==> config.mk <==
export PLATFORM = sky130hd
export DESIGN_NAME = coh_line_ctrl
export DESIGN_NICKNAME = d
export VERILOG_FILES = /design/src/rtl/cohctl_pkg.sv /design/src/rtl/cohctl_tag_array.sv /design/src/rtl/cohctl_snoop_eval.sv /design/src/rtl/cohctl_bus_port.sv /design/src/rtl/coh_line_ctrl.sv
export SDC_FILE = /design/constraint.sdc
export NUM_CORES = 1
export LEC_CHECK = 0
export ABC_CLOCK_PERIOD_IN_PS = 5000
export BUFFER_PORTS_ARGS = -buffer_cell sky130_fd_sc_hd__clkbuf_2
export CORE_ASPECT_RATIO = 0.6
export CORE_MARGIN = 2
export CORE_UTILIZATION = 35
export DETAILED_ROUTE_END_ITERATION = 6
export PLACE_DENSITY = 0.55
export SETUP_SLACK_MARGIN = 0.1
export SKIP_CTS_REPAIR_TIMING = 1
export SLEW_MARGIN = 20
export SYNTH_ARGS = -nofsm -noshare
export SYNTH_HDL_FRONTEND = slang
export SYNTH_SLANG_ARGS = --single-unit
==> constraint.sdc <==
create_clock -name clk -period 5 [get_ports clk]
set_clock_uncertainty 0.2 [all_clocks]
set_input_delay 0 -clock clk [delete_from_list [all_inputs] [get_ports clk]]
set_output_delay 0 -clock clk [all_outputs]
set_load 0.005 [all_outputs]
==> src/rtl/cohctl_pkg.sv <==
package cohctl_pkg;

    typedef enum logic [1:0] {
        LS_INV = 2'd0,
        LS_SHR = 2'd1,
        LS_EXC = 2'd2,
        LS_MOD = 2'd3
    } line_st_e;

    typedef enum logic [1:0] {
        OP_RD    = 2'd0,
        OP_WR    = 2'd1,
        OP_EVICT = 2'd2,
        OP_CLEAN = 2'd3
    } cpu_op_e;

    typedef enum logic [1:0] {
        BC_NONE  = 2'd0,
        BC_READ  = 2'd1,
        BC_OWN   = 2'd2,
        BC_WBACK = 2'd3
    } bus_cmd_e;

    typedef enum logic [2:0] {
        CS_IDLE = 3'd0,
        CS_VICT = 3'd1,
        CS_FILL = 3'd2,
        CS_LWB  = 3'd3,
        CS_SWB  = 3'd4
    } ctl_st_e;

    typedef struct packed {
        logic     upd;
        line_st_e nxt;
        logic     wb;
    } snp_act_t;

    function automatic logic st_valid(line_st_e s);
        return s != LS_INV;
    endfunction

    function automatic line_st_e fill_state(logic for_write, logic shared_seen);
        if (for_write)
            return LS_MOD;
        return shared_seen ? LS_SHR : LS_EXC;
    endfunction

endpackage

==> src/rtl/cohctl_tag_array.sv <==
module cohctl_tag_array
    import cohctl_pkg::*;
#(
    parameter int IDX_W = 3,
    parameter int TAG_W = 7
) (
    input  logic             clk,
    input  logic             rst,
    input  logic [IDX_W-1:0] ra_idx,
    output logic [TAG_W-1:0] ra_tag,
    output line_st_e         ra_st,
    input  logic [IDX_W-1:0] rb_idx,
    output logic [TAG_W-1:0] rb_tag,
    output line_st_e         rb_st,
    input  logic             we,
    input  logic [IDX_W-1:0] w_idx,
    input  logic [TAG_W-1:0] w_tag,
    input  line_st_e         w_st
);
    localparam int LINES = 1 << IDX_W;

    logic [TAG_W-1:0] tag_v [LINES];
    line_st_e         st_v  [LINES];

    for (genvar g = 0; g < LINES; g++) begin : g_line
        logic [TAG_W-1:0] tag_r;
        line_st_e         st_r;

        always_ff @(posedge clk) begin
            if (rst) begin
                tag_r <= '0;
                st_r  <= LS_INV;
            end else if (we && (w_idx == IDX_W'(g))) begin
                tag_r <= w_tag;
                st_r  <= w_st;
            end
        end

        assign tag_v[g] = tag_r;
        assign st_v[g]  = st_r;
    end

    assign ra_tag = tag_v[ra_idx];
    assign ra_st  = st_v[ra_idx];
    assign rb_tag = tag_v[rb_idx];
    assign rb_st  = st_v[rb_idx];

endmodule

==> src/rtl/cohctl_snoop_eval.sv <==
module cohctl_snoop_eval
    import cohctl_pkg::*;
(
    input  logic     hit,
    input  line_st_e st,
    input  bus_cmd_e cmd,
    output snp_act_t act
);
    logic is_rd;
    logic is_own;

    assign is_rd  = (cmd == BC_READ);
    assign is_own = (cmd == BC_OWN);

    always_comb begin
        act.upd = 1'b0;
        act.nxt = st;
        act.wb  = 1'b0;
        if (hit) begin
            case (st)
                LS_MOD: begin
                    if (is_rd || is_own) begin
                        act.wb  = 1'b1;
                        act.upd = 1'b1;
                        act.nxt = is_rd ? LS_SHR : LS_INV;
                    end
                end
                LS_EXC: begin
                    if (is_rd) begin
                        act.upd = 1'b1;
                        act.nxt = LS_SHR;
                    end else if (is_own) begin
                        act.upd = 1'b1;
                        act.nxt = LS_INV;
                    end
                end
                LS_SHR: begin
                    if (is_own) begin
                        act.upd = 1'b1;
                        act.nxt = LS_INV;
                    end
                end
                default: ;
            endcase
        end
    end

endmodule

==> src/rtl/cohctl_bus_port.sv <==
module cohctl_bus_port
    import cohctl_pkg::*;
#(
    parameter int AW = 10
) (
    input  logic          clk,
    input  logic          rst,
    input  logic          start,
    input  bus_cmd_e      cmd,
    input  logic [AW-1:0] addr,
    input  logic          bus_gnt,
    input  logic          bus_done,
    input  logic          bus_shared,
    output logic          bus_req,
    output logic [1:0]    bus_cmd,
    output logic [AW-1:0] bus_addr,
    output logic          fin,
    output logic          fin_shared
);
    typedef enum logic [1:0] {BP_IDLE, BP_ASK, BP_OWN} bp_e;

    bp_e           phase;
    bus_cmd_e      cmd_q;
    logic [AW-1:0] addr_q;

    always_ff @(posedge clk) begin
        if (rst) begin
            phase  <= BP_IDLE;
            cmd_q  <= BC_NONE;
            addr_q <= '0;
        end else if (start) begin
            phase  <= BP_ASK;
            cmd_q  <= cmd;
            addr_q <= addr;
        end else begin
            case (phase)
                BP_ASK:  if (bus_gnt)  phase <= BP_OWN;
                BP_OWN:  if (bus_done) phase <= BP_IDLE;
                default: ;
            endcase
        end
    end

    assign bus_req    = (phase == BP_ASK);
    assign bus_cmd    = (phase == BP_IDLE) ? BC_NONE : cmd_q;
    assign bus_addr   = addr_q;
    assign fin        = (phase == BP_OWN) && bus_done;
    assign fin_shared = fin && bus_shared;

endmodule

==> src/rtl/coh_line_ctrl.sv <==
module coh_line_ctrl
    import cohctl_pkg::*;
#(
    parameter int LADDR_W = 10,
    parameter int IDX_W   = 3
) (
    input  logic               clk,
    input  logic               rst,
    input  logic               cpu_req,
    input  logic [1:0]         cpu_op,
    input  logic [LADDR_W-1:0] cpu_addr,
    output logic               cpu_done,
    output logic               cpu_hit,
    output logic               cpu_stall,
    output logic [1:0]         cpu_state,
    output logic               bus_req,
    input  logic               bus_gnt,
    output logic [1:0]         bus_cmd,
    output logic [LADDR_W-1:0] bus_addr,
    input  logic               bus_done,
    input  logic               bus_shared,
    input  logic               snp_valid,
    input  logic [1:0]         snp_cmd,
    input  logic [LADDR_W-1:0] snp_addr,
    output logic               snp_retry
);
    localparam int TAG_W = LADDR_W - IDX_W;

    logic [IDX_W-1:0] cpu_idx;
    logic [TAG_W-1:0] cpu_tag;
    logic [IDX_W-1:0] snp_idx;
    logic [TAG_W-1:0] snp_tag;
    logic [TAG_W-1:0] ra_tag, rb_tag;
    line_st_e         ra_st, rb_st;
    logic             we;
    logic [IDX_W-1:0] w_idx;
    logic [TAG_W-1:0] w_tag;
    line_st_e         w_st;

    logic             c_hit;
    logic             victim_dirty;
    line_st_e         cpu_line_st;
    logic             snp_on;
    logic             snp_match;
    line_st_e         snp_line_st;
    snp_act_t         s_act;

    logic               bp_start;
    bus_cmd_e           bp_cmd;
    logic [LADDR_W-1:0] bp_addr;
    logic               bp_fin;
    logic               bp_fin_shared;

    ctl_st_e            ctl_q, ctl_d;
    cpu_op_e            op_q;
    logic [LADDR_W-1:0] addr_q;
    logic [IDX_W-1:0]   sidx_q;
    logic [TAG_W-1:0]   stag_q;
    line_st_e           star_q;

    logic done_c, hit_c;

    assign cpu_idx = cpu_addr[IDX_W-1:0];
    assign cpu_tag = cpu_addr[LADDR_W-1:IDX_W];
    assign snp_idx = snp_addr[IDX_W-1:0];
    assign snp_tag = snp_addr[LADDR_W-1:IDX_W];

    cohctl_tag_array #(.IDX_W(IDX_W), .TAG_W(TAG_W)) u_arr (
        .clk    (clk),
        .rst    (rst),
        .ra_idx (cpu_idx),
        .ra_tag (ra_tag),
        .ra_st  (ra_st),
        .rb_idx (snp_idx),
        .rb_tag (rb_tag),
        .rb_st  (rb_st),
        .we     (we),
        .w_idx  (w_idx),
        .w_tag  (w_tag),
        .w_st   (w_st)
    );

    assign c_hit        = (ra_tag == cpu_tag) && st_valid(ra_st);
    assign victim_dirty = !c_hit && (ra_st == LS_MOD);
    assign cpu_line_st  = c_hit ? ra_st : LS_INV;
    assign cpu_state    = cpu_line_st;

    assign snp_on      = snp_valid && ((snp_cmd == BC_READ) || (snp_cmd == BC_OWN));
    assign snp_match   = snp_on && (rb_tag == snp_tag) && st_valid(rb_st);
    assign snp_line_st = snp_match ? rb_st : LS_INV;

    cohctl_snoop_eval u_snp (
        .hit (snp_match),
        .st  (rb_st),
        .cmd (bus_cmd_e'(snp_cmd)),
        .act (s_act)
    );

    cohctl_bus_port #(.AW(LADDR_W)) u_bus (
        .clk        (clk),
        .rst        (rst),
        .start      (bp_start),
        .cmd        (bp_cmd),
        .addr       (bp_addr),
        .bus_gnt    (bus_gnt),
        .bus_done   (bus_done),
        .bus_shared (bus_shared),
        .bus_req    (bus_req),
        .bus_cmd    (bus_cmd),
        .bus_addr   (bus_addr),
        .fin        (bp_fin),
        .fin_shared (bp_fin_shared)
    );

    always_comb begin
        ctl_d    = ctl_q;
        we       = 1'b0;
        w_idx    = cpu_idx;
        w_tag    = cpu_tag;
        w_st     = LS_INV;
        bp_start = 1'b0;
        bp_cmd   = BC_NONE;
        bp_addr  = cpu_addr;
        done_c   = 1'b0;
        hit_c    = 1'b0;
        case (ctl_q)
            CS_IDLE: begin
                if (snp_match) begin
                    if (s_act.wb) begin
                        bp_start = 1'b1;
                        bp_cmd   = BC_WBACK;
                        bp_addr  = snp_addr;
                        ctl_d    = CS_SWB;
                    end else if (s_act.upd) begin
                        we    = 1'b1;
                        w_idx = snp_idx;
                        w_tag = rb_tag;
                        w_st  = s_act.nxt;
                    end
                end else if (cpu_req) begin
                    case (cpu_op_e'(cpu_op))
                        OP_RD, OP_WR: begin
                            if (c_hit && (ra_st == LS_MOD || ra_st == LS_EXC ||
                                          cpu_op_e'(cpu_op) == OP_RD)) begin
                                done_c = 1'b1;
                                hit_c  = 1'b1;
                                if (cpu_op_e'(cpu_op) == OP_WR && ra_st == LS_EXC) begin
                                    we   = 1'b1;
                                    w_st = LS_MOD;
                                end
                            end else if (victim_dirty) begin
                                bp_start = 1'b1;
                                bp_cmd   = BC_WBACK;
                                bp_addr  = {ra_tag, cpu_idx};
                                ctl_d    = CS_VICT;
                            end else begin
                                bp_start = 1'b1;
                                bp_cmd   = (cpu_op_e'(cpu_op) == OP_WR) ? BC_OWN : BC_READ;
                                ctl_d    = CS_FILL;
                            end
                        end
                        OP_EVICT, OP_CLEAN: begin
                            if (c_hit && ra_st == LS_MOD) begin
                                bp_start = 1'b1;
                                bp_cmd   = BC_WBACK;
                                ctl_d    = CS_LWB;
                            end else begin
                                done_c = 1'b1;
                                hit_c  = 1'b1;
                                if (c_hit && cpu_op_e'(cpu_op) == OP_EVICT) begin
                                    we   = 1'b1;
                                    w_st = LS_INV;
                                end
                            end
                        end
                        default: ;
                    endcase
                end
            end
            CS_VICT: begin
                if (bp_fin) begin
                    we       = 1'b1;
                    w_idx    = addr_q[IDX_W-1:0];
                    w_tag    = addr_q[LADDR_W-1:IDX_W];
                    w_st     = LS_INV;
                    bp_start = 1'b1;
                    bp_cmd   = (op_q == OP_WR) ? BC_OWN : BC_READ;
                    bp_addr  = addr_q;
                    ctl_d    = CS_FILL;
                end
            end
            CS_FILL: begin
                if (bp_fin) begin
                    we     = 1'b1;
                    w_idx  = addr_q[IDX_W-1:0];
                    w_tag  = addr_q[LADDR_W-1:IDX_W];
                    w_st   = fill_state(op_q == OP_WR, bp_fin_shared);
                    done_c = 1'b1;
                    ctl_d  = CS_IDLE;
                end
            end
            CS_LWB: begin
                if (bp_fin) begin
                    we     = 1'b1;
                    w_idx  = addr_q[IDX_W-1:0];
                    w_tag  = addr_q[LADDR_W-1:IDX_W];
                    w_st   = (op_q == OP_EVICT) ? LS_INV : LS_EXC;
                    done_c = 1'b1;
                    ctl_d  = CS_IDLE;
                end
            end
            CS_SWB: begin
                if (bp_fin) begin
                    we    = 1'b1;
                    w_idx = sidx_q;
                    w_tag = stag_q;
                    w_st  = star_q;
                    ctl_d = CS_IDLE;
                end
            end
            default: ctl_d = CS_IDLE;
        endcase
    end

    always_ff @(posedge clk) begin
        if (rst) begin
            ctl_q  <= CS_IDLE;
            op_q   <= OP_RD;
            addr_q <= '0;
            sidx_q <= '0;
            stag_q <= '0;
            star_q <= LS_INV;
        end else begin
            ctl_q <= ctl_d;
            if (ctl_q == CS_IDLE) begin
                op_q   <= cpu_op_e'(cpu_op);
                addr_q <= cpu_addr;
                if (snp_match) begin
                    sidx_q <= snp_idx;
                    stag_q <= snp_tag;
                    star_q <= s_act.nxt;
                end
            end
        end
    end

    assign cpu_done  = done_c;
    assign cpu_hit   = hit_c;
    assign cpu_stall = cpu_req && !done_c;
    assign snp_retry = snp_on && ((ctl_q != CS_IDLE) || (snp_match && s_act.wb));

endmodule

# Word level (Yosys, flattened, before mapping)
# Index checks and enable logic that the tools add are counted.
op_classes:
  order_cmp: 2
  eq_ne: 37
  muxes: 109
  bitwise: 2
  n_reduce_logical: 48
ops:
  columns: ["cell", "count"]
  rows:
  - ["10-bit 2-to-1 mux", 7]
  - ["7-bit 2-to-1 mux", 9]
  - ["2-bit 2-to-1 mux", 31]
  - ["7-bit binary-select mux with 3-bit select", 2]
  - ["3-bit 2-to-1 mux", 14]
  - ["3-bit one-hot mux with 3 select lines", 3]
  - ["1-bit 2-to-1 mux", 25]
  - ["1-bit logical AND", 22]
  - ["7-bit one-hot mux with 3 select lines", 1]
  - ["10-bit one-hot mux with 2 select lines", 1]
  - ["2-bit == test, second input constant", 9]
  - ["2-bit one-hot mux with 2 select lines", 4]
  - ["3-bit == test, second input constant", 5]
  - ["7-bit == test", 2]
  - ["2-bit binary-select mux with 3-bit select", 2]
  - ["3-bit by 2-bit == test with 1-bit output, second input constant", 4]
  - ["1-bit one-hot mux with 2 select lines", 6]
  - ["2-bit by 1-bit == test with 1-bit output, second input constant", 5]
  - ["3-bit != test, second input constant", 3]
  - ["4-bit >= comparator, second input constant", 2]
  - ["4-bit 2-to-1 mux", 2]
  - ["4-bit != test, second input constant", 2]
  - ["3-bit inverter with 4-bit output", 2]
  - ["2-bit one-hot mux with 4 select lines", 1]
  - ["other kinds (17)", 34]
totals:
  regBits: 113
  in_bits: 31
  output_inout_bits: 19

# Depth between registers and ports, before layout
depth:
  depth_word: 15
  ltp_mapped: 14
  depth_no_buf: 11

# By module
# Synthesis repeated with hierarchy kept, for this count alone.
hier_totals:
  cells_unflattened: 822
  area_unflattened_um2: 7035.5
by_module_without_submodules:
  columns: ["mod", "instances", "cells_per_inst", "area_each_um2"]
  rows:
  - ["cohctl_tag_array", 1, 400, 3902.5]
  - ["coh_line_ctrl", 1, 349, 2434.8]
  - ["cohctl_bus_port", 1, 58, 593.1]
  - ["cohctl_snoop_eval", 1, 15, 105.1]

# Worst setup path after synthesis
# OpenSTA, ideal clock, no wires.
synth_path:
  kind: "reg-to-reg"
  from: "register u_arr.g_line[7].st_r[0]"
  to: "register u_arr.g_line[4].st_r[0]"
  t_arrival_ns: 2.931
  required_time_ns: 4.679
  slack_ns: 1.748
  path_stages_with_launch: 11
  period_less_slack_ns: 3.252
  path_cell_list: "dfxtp_1 -> mux4_2 -> mux2_2 -> nor3_1 -> a31oi_1 -> nand4b_1 -> buf_2 -> mux2i_2 -> or4b_1 -> buf_6 -> mux2_4"
synth_via:
  elab_chain_cells: 13
  elab_cells_between_ends: 51
  classes_between: "eq/ne: 6; mux: 34; reduce/logical: 11"
synth_lines:
  columns: ["item", "line_no", "rtl"]
  rows:
  - ["start: declaration", "cohctl_tag_array.sv:27", "line_st_e st_r;"]
  - ["start signal: assignment", "cohctl_tag_array.sv:35", "st_r <= w_st;"]
  - ["parallel branches: the longest is 13 deep, another holds 4-bit 2-to-1 mux", null, null]
  - ["end signal: assignment", "cohctl_tag_array.sv:35", null]
  - ["end: declaration", "cohctl_tag_array.sv:27", null]
# Parallel ways; which one is timed is not known. The select of a mux whose other input is x is not followed.
# A chain may end at the register's enable or synchronous reset.

# Worst setup path in the final report
layout_path:
  from: "input cpu_addr[2]"
  to: "register u_arr.g_line[4].st_r[0]"
layout_via:
  elab_chain_cells: 14
  elab_cells_between_ends: 40
  classes_between: "eq/ne: 4; mux: 26; bitwise: 1; reduce/logical: 9"
layout_lines:
  columns: ["item", "line_no", "rtl"]
  rows:
  - ["start: declaration", "coh_line_ctrl.sv:11", "input logic [LADDR_W-1:0] cpu_addr,"]
  - ["3-bit inverter with 4-bit output (not written as such)", "cohctl_tag_array.sv:43, cohctl_tag_array.sv:44", null]
  - ["7-bit binary-select mux with 3-bit select / 2-bit binary-select mux with 3-bit select (equally long branches)", "cohctl_tag_array.sv:43, cohctl_tag_array.sv:44", null]
  - ["7-bit 2-to-1 mux (not written as such) / 2-bit 2-to-1 mux (equally long branches) (2 in series)", "cohctl_tag_array.sv:43, cohctl_tag_array.sv:44", null]
  - ["7-bit == test (tied with other cells)", "coh_line_ctrl.sv:83", "assign c_hit = (ra_tag == cpu_tag) && st_valid(ra_st);"]
  - ["1-bit logical AND / 1-bit logical OR (equally long branches)", "coh_line_ctrl.sv:83, coh_line_ctrl.sv:143", null]
  - ["1-bit logical AND / 1-bit logical OR (equally long branches)", "coh_line_ctrl.sv:170, coh_line_ctrl.sv:143", null]
  - ["1-bit 2-to-1 mux / 1-bit logical AND (equally long branches)", "coh_line_ctrl.sv:170, coh_line_ctrl.sv:143", null]
  - ["1-bit 2-to-1 mux, on equally long branches", "coh_line_ctrl.sv:163, coh_line_ctrl.sv:143", null]
  - ["1-bit one-hot mux with 2 select lines", "coh_line_ctrl.sv:141", "case (cpu_op_e'(cpu_op))"]
  - ["1-bit 2-to-1 mux", "coh_line_ctrl.sv:140", "end else if (cpu_req) begin"]
  - ["1-bit 2-to-1 mux", "coh_line_ctrl.sv:128", "if (snp_match) begin"]
  - ["1-bit one-hot mux with 2 select lines", "coh_line_ctrl.sv:126", "case (ctl_q)"]
  - ["1-bit logical AND", "cohctl_tag_array.sv:33", "end else if (we && (w_idx == IDX_W'(g))) begin"]
# Several ways; a longest one is shown, not always the timed one. The select of a mux whose other input is x is not followed.

==> results by group <==
Run status
  – Status: finished, violations left
  – Failing checks: negative hold slack

Die
  – CORE AREA: around 19000 um2
  – IO Pins: 50
  – Initial Utilization: a little over a third
  – Die W: about 190 um
  – # rows: 39
  – Die ar.: 20900 um2
  – Vert. Die Dim: between 100 and 150 um

Routing
  – Final WL: about 22000 um
  – Pre-antenna DRT Iters: 5
  – Starting DRT DRC Count: 770
  – Residual DRC: 0
  – Vias per cell: between 5 and 6
  – Routed len/inst: 20.5 um
  – Routed vias: a little over 6k
  – ANT nets after route: 0

STA
  – Relative slew slack: ~40%
  – Min Tclk post-route: ~4.2 ns
  – RSZ-0062 raised after global routing: false
  – Setup WS post-layout: just over 0.8 ns
  – Slew Viols, Final: 0
  – Final setup TNS: 0 ns
  – Hold WS: -0.000130 ns
  – Least-Margin Pin Slew: between 0.9 and 1 ns
  – Hold Violations, Final: 1
  – Period utilization: a little over four fifths
  – Fmax: around 240 MHz
  – Final setup violation count: 0

Synthesis
  – Synthesized cell area: slightly below 7000 um2
  – Ys Warns: 0
  – Top_reg_cell synth: dfxtp_1
  – Unique masters post-synth: a little under 70
  – Post-synth EDFFs: 0
  – Seq cells post-synth: approximately 110
  – Synth async-reset ratio: 0%
  – Seq/Total Area, Yosys: 32.7%
  – Syn Nets: 793
  – Synth Area per Inst: between 9 and 10 um2
  – Synth top area share: 32.7%
  – Top cells by area, synth: dfxtp_1 (33%), mux2i_1 (18%), mux4_2 (6.5%)
  – Post-Synthesis Cells: 760
  – Cell taking the most area after synthesis: dfxtp_1

Final layout
  – Finished Layout Cells: about 1.1k
  – Cell area after layout: approximately 8200 um2
  – Final core occ: a little over two fifths
  – Final #Nets: around 840
  – Share of layout cells above drive strength 1: 18.6%
  – Fillers: 1894
  – Antenna cells: 0
  – Area Overhead vs Synth: 19.1%

Placement
  – HPWL Detailed: ~16000 um
  – Gp weighted congestion: 0.874
  – Pre-CTS WS: 0.735 ns
  – Dpl cells: between 1k and 1.5k
  – Port Buffer Count: a little under 50
  – DP Area: 7370 um2

Job
  – Max cap viols: 0

Global routing
  – Initial antenna violation count: 0
  – Vias in the first global route: ~5.5k
  – Grt ovf: 0
  – First-pass GRT wire length: about 34000 um
  – Total Routing Usage GR: a little over a fifth
  – Largest net degree at the start of global routing: 50

Power
  – Worst vdd ir: roughly 0.23 mV
  – Total power: between 2 and 3 mW
  – Leak: ~3.3 nW
  – Pwr dens: between 300 and 400 nW/um2

CTS
  – Clock transition at path regs: 0.06 ns
  – Number of buffers created by CTS: 17
  – Clock root buffer: clkbuf_16
  – CTS sink count: ~110
  – Clock buffer depth: 2
  – Worst-skew pair later-pin latency: roughly 0.43 ns
  – Htree depth: 4
  – CTS tree: yes

Critical path
  – Startpoint types: primary input
  – FF-to-FF path depth: 10
  – Critical path type: primary input to flop
  – Worst Setup EP: u_arr.g_line[4].st_r[0]
  – Reg2reg end: u_arr.g_line[4].st_r[0]
  – Worst EP arrival: around 4.3 ns
  – Worst EP required: approximately 5.1 ns
  – R2r setup slk: 0.93 ns
  – Master of the slowest instance on the critical path: or4b_1
  – Worst Path Max Fanout: 18
  – CP Capture Type: flop
  – CP max stage delay: around 0.86 ns
  – Setup crit start: cpu_addr[2]
  – Critical Path, Cell by Cell: dlygate4sd3_1 -> clkbuf_2 -> mux4_2 -> mux2i_4 -> xnor2_1 -> nor4_4 -> and2_1 -> a31oi_4 -> or4b_1 -> mux2_4
  – Crit Reg-Reg Startpoint: ctl_q[1]

Min path
  – Hold depth: 5
  – Hold Crit Class: primary input to flop
## worst min path at each step
stage,slack (ns),startpoint,endpoint
3_5_place_dp,0.07,snp_addr[3],stag_q[0]
5_1_grt,0.02,bus_done,ctl_q[0]
2_1_floorplan,-0.07,cpu_req,cpu_stall
3_3_place_gp,0.06,snp_addr[3],stag_q[0]
4_1_cts,-0.37,snp_addr[3],stag_q[0]
6_report,-0.0001,bus_done,ctl_q[0]
## synth_stat cells (9+ instances only)
cell type  instances
mux2i_1          122
nand2_1          117
dfxtp_1          113
nor2_1            40
a21oi_1           38
clkbuf_1          32
nor3_1            23
mux4_2            20
nor2b_1           17
a22oi_1           16
buf_2             16
inv_1             16
o21ai_0           15
nand3_1           14
o211ai_1          11
xnor2_1           11
o22ai_1            9
## critical path: cells and delay by family
family	cells	cell delay, ns
AND/OR/NAND/NOR	3	1.73
XOR/XNOR	1	0.15
buffers and inverters	2	0.94
multiplexers	3	1.25
AO/OA/AOI/OAI	1	0.22
## cell usage in the layout, fill, tap and decap left out, types with 4 or more instances in the layout
master and n:
a2111oi_0 5, a21oi_1 38, a221o_1 4, a221oi_1 4, a22oi_1 16, a31oi_1 5
and2_1 4, and3_1 4, buf_4 19, clkbuf_16 17, clkbuf_2 49, clkbuf_8 5
dfxtp_1 113, dlygate4sd3_1 24, inv_1 15, mux2_1 7, mux2_2 8, mux2i_1 122
mux4_2 20, nand2_1 117, nand3_1 14, nor2_1 40, nor2b_1 17, nor3_1 22
nor3_2 4, o211ai_1 11, o21a_1 4, o21ai_0 15, o22ai_1 9, o2bb2ai_1 7
xnor2_1 11
## report_power, final
group          switching [mW]  internal (mW)
clock network           0.453          0.845
logic                   0.179          0.103
registers              0.0119          0.916
## metal layers
metal / share of wire (%) / global-route usage [%]
met1: 53 / 35.8
met2: 38 / 27.4
met3: 8.5 / 5.28
met4: 0.62 / 4.13
met5: 0 / 0
## cell type report
cell class / instances / area (um2) / area share [%]
Tap cell: 266 / 333 / 4.04
Multi-Input combinational cell: 569 / 4300 / 52.2
Sequential cell: 113 / 2260 / 27.5
Clock inverter: 9 / 129 / 1.57
Clock buffer: 22 / 494 / 6.01
Timing Repair Buffer: 93 / 648 / 7.88
Inverter: 17 / 63.8 / 0.775
## registers in the layout, summed over array words and instances, names as in the netlist
signal              count
sidx_q                  3
u_bus.cmd_q             2
u_bus.bus_addr         10
u_bus.phase             2
ctl_q                   3
u_arr.g_line.st_r      16
op_q                    2
star_q                  2
u_arr.g_line.tag_r     56
stag_q                  7
addr_q                 10
## cell families (layout without fill, tap and decap cells)
kind of cell | Yosys count | after routing | share of synthesized area [%]
xor+xnor | 12 | 12 | 1.52
compound gates | 146 | 146 | 14.8
buf+inv | 78 | 141 | 5.45
fa+ha+maj | 2 | 2 | 0.362
simple gates | 245 | 245 | 16.7
flops | 113 | 113 | 32.7
mux | 164 | 164 | 28.4
No activity file was read; power rests on OpenSTA's default activity.
